## src/rtl/pacer_pkg.sv

```systemverilog
package pacer_pkg;

    localparam int CH_ATR = 0;
    localparam int CH_VEN = 1;
    localparam int NUM_CH = 2;

    typedef enum logic [2:0] {
        ST_RESTART_A = 3'd0,
        ST_WAIT_A    = 3'd1,
        ST_PACE_A    = 3'd2,
        ST_RESTART_V = 3'd3,
        ST_WAIT_V    = 3'd4,
        ST_PACE_V    = 3'd5
    } pace_state_e;

    typedef struct packed {
        pace_state_e        state;
        logic [NUM_CH-1:0]  reload;
        logic               pace_a;
        logic               pace_v;
    } ctrl_regs_t;

endpackage

```

## src/rtl/pace_timer.sv

```systemverilog
module pace_timer #(
    parameter int PRESET = 6
) (
    input  logic clk,
    input  logic rst,
    input  logic reload_i,
    output logic zero_o
);
    localparam int CW = (PRESET < 1) ? 1 : $clog2(PRESET + 1);
    localparam logic [CW-1:0] PRESET_V = CW'(PRESET);

    logic [CW-1:0] cnt_d, cnt_q;

    always_comb begin
        cnt_d = cnt_q;
        if (rst) begin
            cnt_d = '0;
        end else if (reload_i) begin
            cnt_d = PRESET_V;
        end else if (cnt_q != '0) begin
            cnt_d = cnt_q - 1'b1;
        end
    end

    always_ff @(posedge clk) begin
        cnt_q <= cnt_d;
    end

    assign zero_o = (cnt_q == '0);


    reload_full_chk: assert property (@(posedge clk) disable iff (rst)
        reload_i |=> (cnt_q == PRESET_V));


    hold_zero_chk: assert property (@(posedge clk) disable iff (rst)
        (zero_o && !reload_i) |=> zero_o);


    step_down_chk: assert property (@(posedge clk) disable iff (rst)
        (!zero_o && !reload_i) |=> (cnt_q == $past(cnt_q) - 1'b1));

endmodule

```

## src/rtl/pace_fsm.sv

```systemverilog
module pace_fsm
    import pacer_pkg::*;
(
    input  logic              clk,
    input  logic              rst,
    input  logic              sense_a,
    input  logic              sense_v,
    input  logic [NUM_CH-1:0] zero_i,
    output logic [NUM_CH-1:0] reload_o,
    output logic              pace_a_o,
    output logic              pace_v_o
);
    ctrl_regs_t r_d, r_q;
    pace_state_e nxt;

    always_comb begin
        nxt = r_q.state;
        unique case (r_q.state)
            ST_RESTART_A: nxt = ST_WAIT_A;
            ST_WAIT_A: begin
                if (sense_a)              nxt = ST_RESTART_V;
                else if (zero_i[CH_ATR])  nxt = ST_PACE_A;
            end
            ST_PACE_A:    nxt = ST_RESTART_V;
            ST_RESTART_V: nxt = ST_WAIT_V;
            ST_WAIT_V: begin
                if (sense_v)              nxt = ST_RESTART_A;
                else if (zero_i[CH_VEN])  nxt = ST_PACE_V;
            end
            ST_PACE_V:    nxt = ST_RESTART_A;
            default:      nxt = ST_RESTART_A;
        endcase
        if (rst) nxt = ST_RESTART_A;

        r_d.state          = nxt;
        r_d.reload[CH_ATR] = (nxt == ST_RESTART_A);
        r_d.reload[CH_VEN] = (nxt == ST_RESTART_V);
        r_d.pace_a         = (nxt == ST_PACE_A);
        r_d.pace_v         = (nxt == ST_PACE_V);
    end

    always_ff @(posedge clk) begin
        r_q <= r_d;
    end

    assign reload_o = r_q.reload;
    assign pace_a_o = r_q.pace_a;
    assign pace_v_o = r_q.pace_v;


    reset_entry_chk: assert property (@(posedge clk)
        rst |=> (r_q.state == ST_RESTART_A && !pace_a_o && !pace_v_o));


    pace_excl_chk: assert property (@(posedge clk) disable iff (rst)
        !(pace_a_o && pace_v_o));


    sense_a_hand_chk: assert property (@(posedge clk) disable iff (rst)
        (r_q.state == ST_WAIT_A && sense_a) |=> (r_q.state == ST_RESTART_V && !pace_a_o));


    tie_v_chk: assert property (@(posedge clk) disable iff (rst)
        (r_q.state == ST_WAIT_V && sense_v && zero_i[CH_VEN]) |=> !pace_v_o);


    pace_a_width_chk: assert property (@(posedge clk) disable iff (rst)
        pace_a_o |=> (!pace_a_o && reload_o[CH_VEN]));


    after_v_chk: assert property (@(posedge clk) disable iff (rst)
        pace_v_o |=> (r_q.state == ST_RESTART_A));

endmodule

```

## src/rtl/dual_chamber_pacer.sv

```systemverilog
module dual_chamber_pacer
    import pacer_pkg::*;
#(
    parameter int PRE_A = 6,
    parameter int PRE_V = 4
) (
    input  logic clk,
    input  logic rst,
    input  logic sense_atr,
    input  logic sense_ven,
    output logic pace_atr,
    output logic pace_ven
);
    logic [NUM_CH-1:0] tmr_reload;
    logic [NUM_CH-1:0] tmr_zero;

    pace_fsm u_fsm (
        .clk      (clk),
        .rst      (rst),
        .sense_a  (sense_atr),
        .sense_v  (sense_ven),
        .zero_i   (tmr_zero),
        .reload_o (tmr_reload),
        .pace_a_o (pace_atr),
        .pace_v_o (pace_ven)
    );

    for (genvar g = 0; g < NUM_CH; g++) begin : g_tmr
        pace_timer #(
            .PRESET ((g == CH_ATR) ? PRE_A : PRE_V)
        ) u_tmr (
            .clk      (clk),
            .rst      (rst),
            .reload_i (tmr_reload[g]),
            .zero_o   (tmr_zero[g])
        );
    end

endmodule

```

## config.mk

```make
export PLATFORM = sky130hd
export DESIGN_NAME = dual_chamber_pacer
export DESIGN_NICKNAME = d
export VERILOG_FILES = /design/src/rtl/pacer_pkg.sv /design/src/rtl/pace_timer.sv /design/src/rtl/pace_fsm.sv /design/src/rtl/dual_chamber_pacer.sv
export SDC_FILE = /design/constraint.sdc
export NUM_CORES = 1
export LEC_CHECK = 0
export BUFFER_PORTS_ARGS = -buffer_cell sky130_fd_sc_hd__buf_2
export CAP_MARGIN = 20
export CORE_AREA = 5 5 42 44
export DETAILED_ROUTE_END_ITERATION = 16
export DIE_AREA = 0 0 47 49
export GPL_TIMING_DRIVEN = 0
export MAX_ROUTING_LAYER = met4
export SETUP_SLACK_MARGIN = 0.2
export SYNTH_ARGS = -nofsm -noshare
export SYNTH_HDL_FRONTEND = slang
export SYNTH_SLANG_ARGS = --single-unit
```

## constraint.sdc

```tcl
create_clock -name clk -period 3.25 [get_ports clk]
set_input_delay 0.65 -clock clk [delete_from_list [all_inputs] [get_ports clk]]
set_output_delay 0.65 -clock clk [all_outputs]
set_load 0.05 [all_outputs]
```

### After elaboration in Yosys (flattened, before gate mapping)

Index checks and enable logic that the tools add are counted.

| word-level totals | value |
|---|---|
| register bits after elaboration | 13 |
| input port bits | 4 |
| output and inout port bits | 2 |
| word-level logic and storage cells | 37 |

| cells by class | value |
|---|---|
| add/sub/neg operators | 2 |
| equality and inequality tests | 7 |
| mux-type cells | 10 |
| reductions and logical operators | 10 |

Operators by type and width:

| cell | count |
|---|---|
| 3-bit two-way mux | 9 |
| 3-bit one-hot mux with 5 select lines | 1 |
| 3-bit by 2-bit equality test with 1-bit output (second input constant) | 4 |
| 3-bit zero test | 4 |
| 3-bit equality test (second input constant) | 2 |
| 3-bit nonzero test | 2 |
| 3-bit by 1-bit subtractor with 3-bit output (second input constant) | 2 |
| 2-bit nonzero test | 2 |
| 2-bit OR reduction | 2 |
| 3-bit by 1-bit equality test with 1-bit output (second input constant) | 1 |

### Logic depth before layout (Yosys ltp)

Gate-level depths: netlist (run 1).

| logic depth | value |
|---|---|
| depth after elaboration | 6 |
| gate-level depth with buffers | 6 |
| mapped depth without buffers | 6 |

### Cells and area by module

From an unflattened synthesis (run 1), not the netlist that was laid out.

| unflattened totals | value |
|---|---|
| cells, all modules | 59 |
| area, all modules | 604.3 µm² |

Modules (own cells, without submodules):

| module | instances | cells each | area each (µm²) | sequential area each (µm²) |
|---|---|---|---|---|
| pace_fsm | 1 | 26 | 287.8 | 140.1 |
| pace_timer (g_tmr[1].u_tmr) | 1 | 17 | 166.4 | 60.1 |
| pace_timer (g_tmr[0].u_tmr) | 1 | 16 | 150.1 | 60.1 |

### Least setup slack after synthesis (run 1)

Ideal clock, no wire load.

| timing path | value |
|---|---|
| path kind | input-to-reg |
| start | in rst |
| end | reg u_fsm.r_q, in the netlist u_fsm.reload_o[0] |
| library setup time | 0.116 ns |
| arrival | 1.258 ns |
| required time | 3.134 ns |
| setup slack | 1.877 ns |
| cell stages on the path | 4 |
| buffers on the path | 0 |
| path through | a211o_1 > a21oi_1 > a31oi_2 > and3b_1 |

RTL lines:

| element | RTL line | RTL |
|---|---|---|
| from (decl) | dual_chamber_pacer.sv:8 | `input logic rst,` |
| to (signal assigned) | pace_fsm.sv:43 | `r_q <= r_d;` |
| to (decl) | pace_fsm.sv:13 | `ctrl_regs_t r_d, r_q;` |

### Worst setup path in the final report (run 1)

| timing path | value |
|---|---|
| start | reg u_fsm.r_q, in the netlist u_fsm.pace_a_o |
| end | out pace_atr |

RTL lines:

| element | RTL line | RTL |
|---|---|---|
| to (decl) | dual_chamber_pacer.sv:11 | `output logic pace_atr,` |

No word-level cell between the ends.

==> impl_metrics.json, run 1 <==
{
  "status": "complete, no violations",
  "crit_fanout": 1,
  "chipWidth_um": 47,
  "final_cell_mix": "13 x dfxtp_1, 10 x a21oi_1, 6 x inv_1",
  "grt_max_degree": 11,
  "power_switching_uw": 185,
  "leakagePower_nw": 0.260,
  "power.internal_uw": 335,
  "syn_nets": 68,
  "reg2reg_depth": 5,
  "netSwitchingFraction_pct": 35.6,
  "antenna_found_initial": 0,
  "critPathLaunchType": "register",
  "multi_input_area_um2": 262,
  "critPathLaunch": "u_fsm.pace_a_o",
  "finalWorstSetupSlack_ns": 1.78,
  "vias_per_cell": 4.90,
  "num-fill-cells": 144,
  "die-area_um2": 2300,
  "rsz0062_at_grt": "false",
  "yosysUniqueCellTypes": 22,
  "tritoncts": "yes",
  "finalCriticalPeriod_ns": 1.47,
  "vias": 426,
  "netlist_area_um2": 548,
  "drtPass1Iterations": 3,
  "cp_cell_sequence": "buf_2",
  "antenna_cells": 0,
  "nNetsFinal": 78,
  "cts_sinks": 13,
  "worstPathRequired_ns": 2.60,
  "drv_cap": 0,
  "hold_class": "reg2reg",
  "critical_path_class": "reg2out",
  "gp_congestion": 0.751,
  "antenna_left": 0,
  "cp_top_family": "flip-flops",
  "clock_skew_ns": 0.00326,
  "clk_latency_ns": 0.26,
  "clock_power_share_pct": 18.2,
  "track_usage_pct": 9.86,
  "finalHoldViolCount": 0,
  "syn_area_per_cell_um2": 8.84,
  "io_pins": 6,
  "clockBufferDepth": 2,
  "grt_first_pass_wirelength_um": 1580,
  "cp.depth": 1,
  "timing.fmax_mhz": 679,
  "yosysSeqAreaShare_pct": 47.5,
  "clkTransAtPathRegs_ns": 0.07,
  "final_common_cell": "dfxtp_1",
  "power_uw": 520,
  "grt_pass1_vias": 389,
  "worstMarginPinSlew_ns": 0.405,
  "layout-drive-gt1-share_pct": 15.5,
  "drt_iter0_drc": 5,
  "r2r_end": "u_fsm.reload_o[0]",
  "tns_ns": 0,
  "r2r-start": "g_tmr[1].u_tmr.cnt_q[0]",
  "slew_violations": 0,
  "dp_slack_ns": 1.69,
  "endpoint": "pace_atr",
  "cp_num_buf_inv": 1,
  "slowest_stage": "dfxtp_1",
  "wl_per_cell_um": 10.0,
  "end_kind": "output pin",
  "fin_util_pct": 44.2,
  "die_h_um": 49,
  "cts-hold-fix-buffers": 0,
  "grt_overflow": 0,
  "slowest_delay_ns": 0.31,
  "holdWs_ns": 0.465,
  "ir_drop_mv": 0.304,
  "relSlewSlack_pct": 73.0,
  "rows": 14,
  "register_area_um2": 260,
  "powerDensity_nw_per_um2": 839,
  "ys_seq_elements": 13,
  "cts_setup_buffers": 0,
  "hpwlAfterDp_um": 648,
  "htree_levels": 1,
  "clock-root-buffer": "clkbuf_4",
  "setup_viol": 0,
  "wl_um": 870,
  "seq_power_share_pct": 48.3,
  "coreArea_um2": 1400,
  "yosysWarnings": 0,
  "p_comb_share_pct": 33.5,
  "reg2reg_slack_ns": 1.90,
  "area_growth_pct": 13.0,
  "numCtsBuffers": 3,
  "syn_inst": 62,
  "start_util_pct": 39.1,
  "cts.repair.resized": 0,
  "cp.arrival_ns": 0.82,
  "remaining_drc_errors": 0,
  "port_buffers": 5,
  "fin_crit_sh_pct": 45.3
}
-- stage by stage --
step / area (µm²) / cells
floorplan: 548 / 62
global placement: 593 / 83
detailed placement: 593 / 83
CTS: 619 / 87
global route: 619 / 87
finish: 619 / 87
-- how the worst min path moves through the flow --
stage          cells past startpoint  slack (ns)              start                       to
3_3_place_gp                       1        0.46  u_fsm.reload_o[0]  g_tmr[0].u_tmr.cnt_q[0]
6_report                           1        0.46  u_fsm.reload_o[1]  g_tmr[1].u_tmr.cnt_q[0]
4_1_cts                            1        0.46  u_fsm.reload_o[1]  g_tmr[1].u_tmr.cnt_q[0]
2_1_floorplan                      1        0.42  u_fsm.reload_o[1]  g_tmr[1].u_tmr.cnt_q[0]
3_5_place_dp                       1        0.45  u_fsm.reload_o[0]  g_tmr[0].u_tmr.cnt_q[0]
5_1_grt                            1        0.48  u_fsm.reload_o[1]  g_tmr[1].u_tmr.cnt_q[0]
-- cell families (layout without fill, tap and decap cells) --
family / Yosys count / in the layout / synth area share (%)
xor+xnor: 1 / 1 / 1.60
compound gates: 16 / 16 / 17.1
fa+ha+maj: 2 / 2 / 4.57
flops: 13 / 13 / 47.5
simple gates: 23 / 23 / 24.4
buf+inv: 7 / 16 / 4.79
-- sequential cells by signal (all words and copies together), names as in the netlist --
register           count
g_tmr.u_tmr.cnt_q      6
u_fsm.r_q              3
u_fsm.reload_o         2
u_fsm.pace_a_o         1
u_fsm.pace_v_o         1
-- final cells by class --
type / count / share of cell area (%)
multi-input combinational: 42 / 42.2
sequential: 13 / 42.0
clock buffer: 4 / 4.24
timing repair buffer: 5 / 4.04
inverter: 6 / 3.64
tap: 16 / 3.23
buffer: 1 / 0.606
-- power groups by stage --
| stage | logic (mW) | registers, mW | clock network, mW |
|---|---|---|---|
| 2_1_floorplan | 0.141 | 0.251 | 0 |
| 3_3_place_gp | 0.175 | 0.255 | 0 |
| 3_5_place_dp | 0.175 | 0.253 | 0 |
| 4_1_cts | 0.177 | 0.250 | 0.101 |
| 5_1_grt | 0.202 | 0.259 | 0.110 |
| 6_report | 0.174 | 0.251 | 0.0947 |
-- Yosys cell counts, drive strengths merged --
master	number	area share, %
xnor2	1	1.6
and3	1	1.4
nand2b	2	2.3
a21boi	1	1.4
a31oi	1	2.3
and3b	1	1.6
or3	1	1.1
clkbuf	1	0.68
inv	6	4.1
dfxtp	13	47
nor4	2	3.4
nor2b	3	3.4
nand3b	1	1.4
nor3	4	3.7
a211o	1	1.6
nor2	4	2.7
o21ai	3	2.7
nand2	3	2.1
nor3b	1	1.4
a21oi	10	9.1
ha	2	4.6
-- metal layers --
metal / vias to the layer above / track usage [%] / share of wire (%)
li1: 231 / - / -
met1: 188 / 12.9 / 51
met2: 5 / 12.2 / 43
met3: 2 / 3.32 / 4.3
met4: 0 / 6.91 / 1.5
met5: - / - / 0
No activity file was read; power rests on OpenSTA's default activity.
==> run 2, diff against run 1 <==
ABC_AREA = 1   (was not set)
clock period = 1.2 ns   (was 3.25 ns; I/O delays follow)
==> run 2 against run 1 <==
Compared with the run above:
- final cell count is 16% higher
- synthesized cell count is 16% higher
- sequential share of layout area is 5.4 points lower
- synthesized area is 0.46% higher
- first-iteration DRC count stayed put
- total power grew to 3.0 times the previous value
- die area stayed put
- utilization is 7.9 points higher
- sequential power is 150% higher
- wire length is 11% higher
==> impl_metrics.json, run 2 <==
{
  "relSlewSlack_pct": 87.1,
  "antenna_left": 0,
  "rsz0062_at_grt": "true",
  "die_h_um": 49,
  "syn_nets": 78,
  "dp_slack_ns": 0.0861,
  "chipWidth_um": 47,
  "numCtsBuffers": 3,
  "cts_sinks": 13,
  "track_usage_pct": 9.95,
  "clk_latency_ns": 0.27,
  "syn_area_per_cell_um2": 7.65,
  "largest_register_ffs": 6,
  "met1Wirelength_um": 444,
  "critPathLaunchType": "register",
  "finalWorstSetupSlack_ns": 0.136,
  "grt_overflow": 0,
  "min-delay-start": "rst",
  "io_pins": 6,
  "hold_class": "in2reg",
  "vias_per_cell": 4.52,
  "holdPathStages": 2,
  "finalHoldViolCount": 0,
  "yosysUniqueCellTypes": 15,
  "die-area_um2": 2300,
  "ys_async_sr_fraction_pct": 0,
  "min_to": "u_fsm.r_q[4]",
  "ys_seq_elements": 13,
  "slew_violations": 0,
  "start_util_pct": 39.3,
  "dr_wl_met2_um": 490,
  "gp_congestion": 0.775,
  "drtPass1Iterations": 2,
  "status": "complete, no violations",
  "synth_top_area_share_pct": 47.3,
  "dr_wl_met3_um": 31,
  "powerDensity_nw_per_um2": 2150,
  "drt_iter0_drc": 5,
  "tritoncts": "yes",
  "grt_pass1_vias": 444,
  "synth_common_cells": "14 x nand2_1, 13 x dfxtp_1, 11 x inv_1, 11 x nor2_1, 5 x nor2_2",
  "drv_cap": 0,
  "highest_layer": "met3",
  "clock_skew_ns": 0.00311,
  "worstPathRequired_ns": 1.41,
  "port_buffers": 5,
  "yosys.area.top_type": "dfxtp_1",
  "netlist_area_um2": 551,
  "hpwlAfterDp_um": 671,
  "synthFlopType": "dfxtp_1",
  "syn_inst": 72,
  "grt_first_pass_wirelength_um": 1700,
  "cts-hold-fix-buffers": 0,
  "top_register": "g_tmr.u_tmr.cnt_q",
  "final_common_cell": "nand2_1",
  "holdWs_ns": 0.215,
  "clkTransAtPathRegs_ns": 0.08,
  "reg2reg_slack_ns": 0.14,
  "antenna_found_initial": 0,
  "end_kind": "register",
  "wl_per_cell_um": 9.57,
  "remaining_drc_errors": 0,
  "wl_um": 967,
  "area_growth_pct": 32.7,
  "nNetsFinal": 92,
  "tns_ns": 0,
  "clock-root-buffer": "clkbuf_4",
  "clockBufferDepth": 2,
  "layout-drive-gt1-share_pct": 43.5,
  "r2r-start": "g_tmr[1].u_tmr.cnt_q[0]",
  "ir_drop_mv": 1.36,
  "reg2reg_depth": 8,
  "timing.fmax_mhz": 940,
  "rows": 14,
  "critical_path_class": "reg2reg",
  "crit_fanout": 3,
  "r2r_end": "u_fsm.reload_o[1]",
  "cp.arrival_ns": 1.27,
  "setup_viol": 0,
  "yosysMostFrequentCell": "nand2_1",
  "yosys-top-cells-area": "dfxtp_1 47%, nand2_1 9.5%, inv_1 7.5%, nor2_1 7.5%, nor2_2 5.7%",
  "coreArea_um2": 1400,
  "synth-edff-count": 0,
  "yosysSeqAreaShare_pct": 47.3,
  "yosysWarnings": 0,
  "htree_levels": 1,
  "antenna_cells": 0,
  "grt_max_degree": 8,
  "worstMarginPinSlew_ns": 0.192,
  "final_cell_mix": "11 x nand2_1, 9 x inv_1, 9 x nor2_1",
  "fin_crit_sh_pct": 88.7,
  "finalCriticalPeriod_ns": 1.06,
  "vias": 457,
  "leakagePower_nw": 0.344
}
## run 2: changes by cell type in the layout (fill, tap and decap cells not counted), sizes merged, moves of 2 or more
cell and delta:
nor3 -4, nand3 +2, nand2 +15, buf +4, nor2 +12, inv +5
nor2b -3, o21ai -3, nand2b -2, a21oi -5
## run 2: how the worst max path moves through the flow
stage,start,endpoint,slack (ns),depth (start not counted)
floorplan,g_tmr[1].u_tmr.cnt_q[0],u_fsm.pace_v_o,0.17,8
global placement,g_tmr[1].u_tmr.cnt_q[0],u_fsm.reload_o[1],0.11,8
detailed placement,g_tmr[1].u_tmr.cnt_q[0],u_fsm.reload_o[1],0.09,8
CTS,g_tmr[1].u_tmr.cnt_q[0],u_fsm.reload_o[1],0.15,8
global route,g_tmr[1].u_tmr.cnt_q[0],u_fsm.pace_v_o,0.07,8
finish,g_tmr[1].u_tmr.cnt_q[0],u_fsm.reload_o[1],0.14,8
## run 2: metal layers
layer,global-route usage (%),up-vias
met3,2.21,0
met1,11.4,204
met5,-,-
met4,2.76,0
met2,16.7,6
li1,-,247
## run 2: critical path, cell delays in order (launching register included)
cell and delay, ns:
dfxtp_2 0.33, inv_2 0.08, ha_4 0.15, nand2_4 0.06, nor2_4 0.12, nor2_4 0.04, nand2_2 0.08, nand2_2 0.07
nor2_2 0.09
## run 2: cell type report
type / count / area [µm²]
tap: 16 / 20.0
multi-input combinational: 48 / 304
timing repair buffer: 9 / 71.3
sequential: 13 / 268
fill: 145 / 671
clock buffer: 4 / 26.3
inverter: 11 / 41.3
## run 2: kinds of logic after synthesis
logic type,after synthesis,share of synthesized area [%]
AOI/OAI and AO/OA,7,7.96
adders and majority gates,2,4.54
and+or+nand+nor,39,32.7
buffers and inverters,11,7.50
DFF,13,47.3
## run 2: metrics by stage
stage	area, µm²	instances	power [mW]	utilization, %
detailed placement	618	93	1.13	44.1
global placement	618	93	1.11	44.1
finish	731	101	1.57	52.1
global route	731	101	1.70	52.1
floorplan	573	72	1.03	-
CTS	717	101	1.55	51.2
## run 2: what timing repair did
| item | CTS | global route |
|---|---|---|
| gates resized for setup | 15 | 3 |
| pin swaps | 7 | 5 |
| setup buffers | 4 | 0 |
| setup endpoints to repair | 7 | 10 |
## run 2: where the power goes
| part | switching (mW) | internal [mW] |
|---|---|---|
| clock network | 0.137 | 0.128 |
| registers | 0.0741 | 0.540 |
| logic | 0.359 | 0.328 |
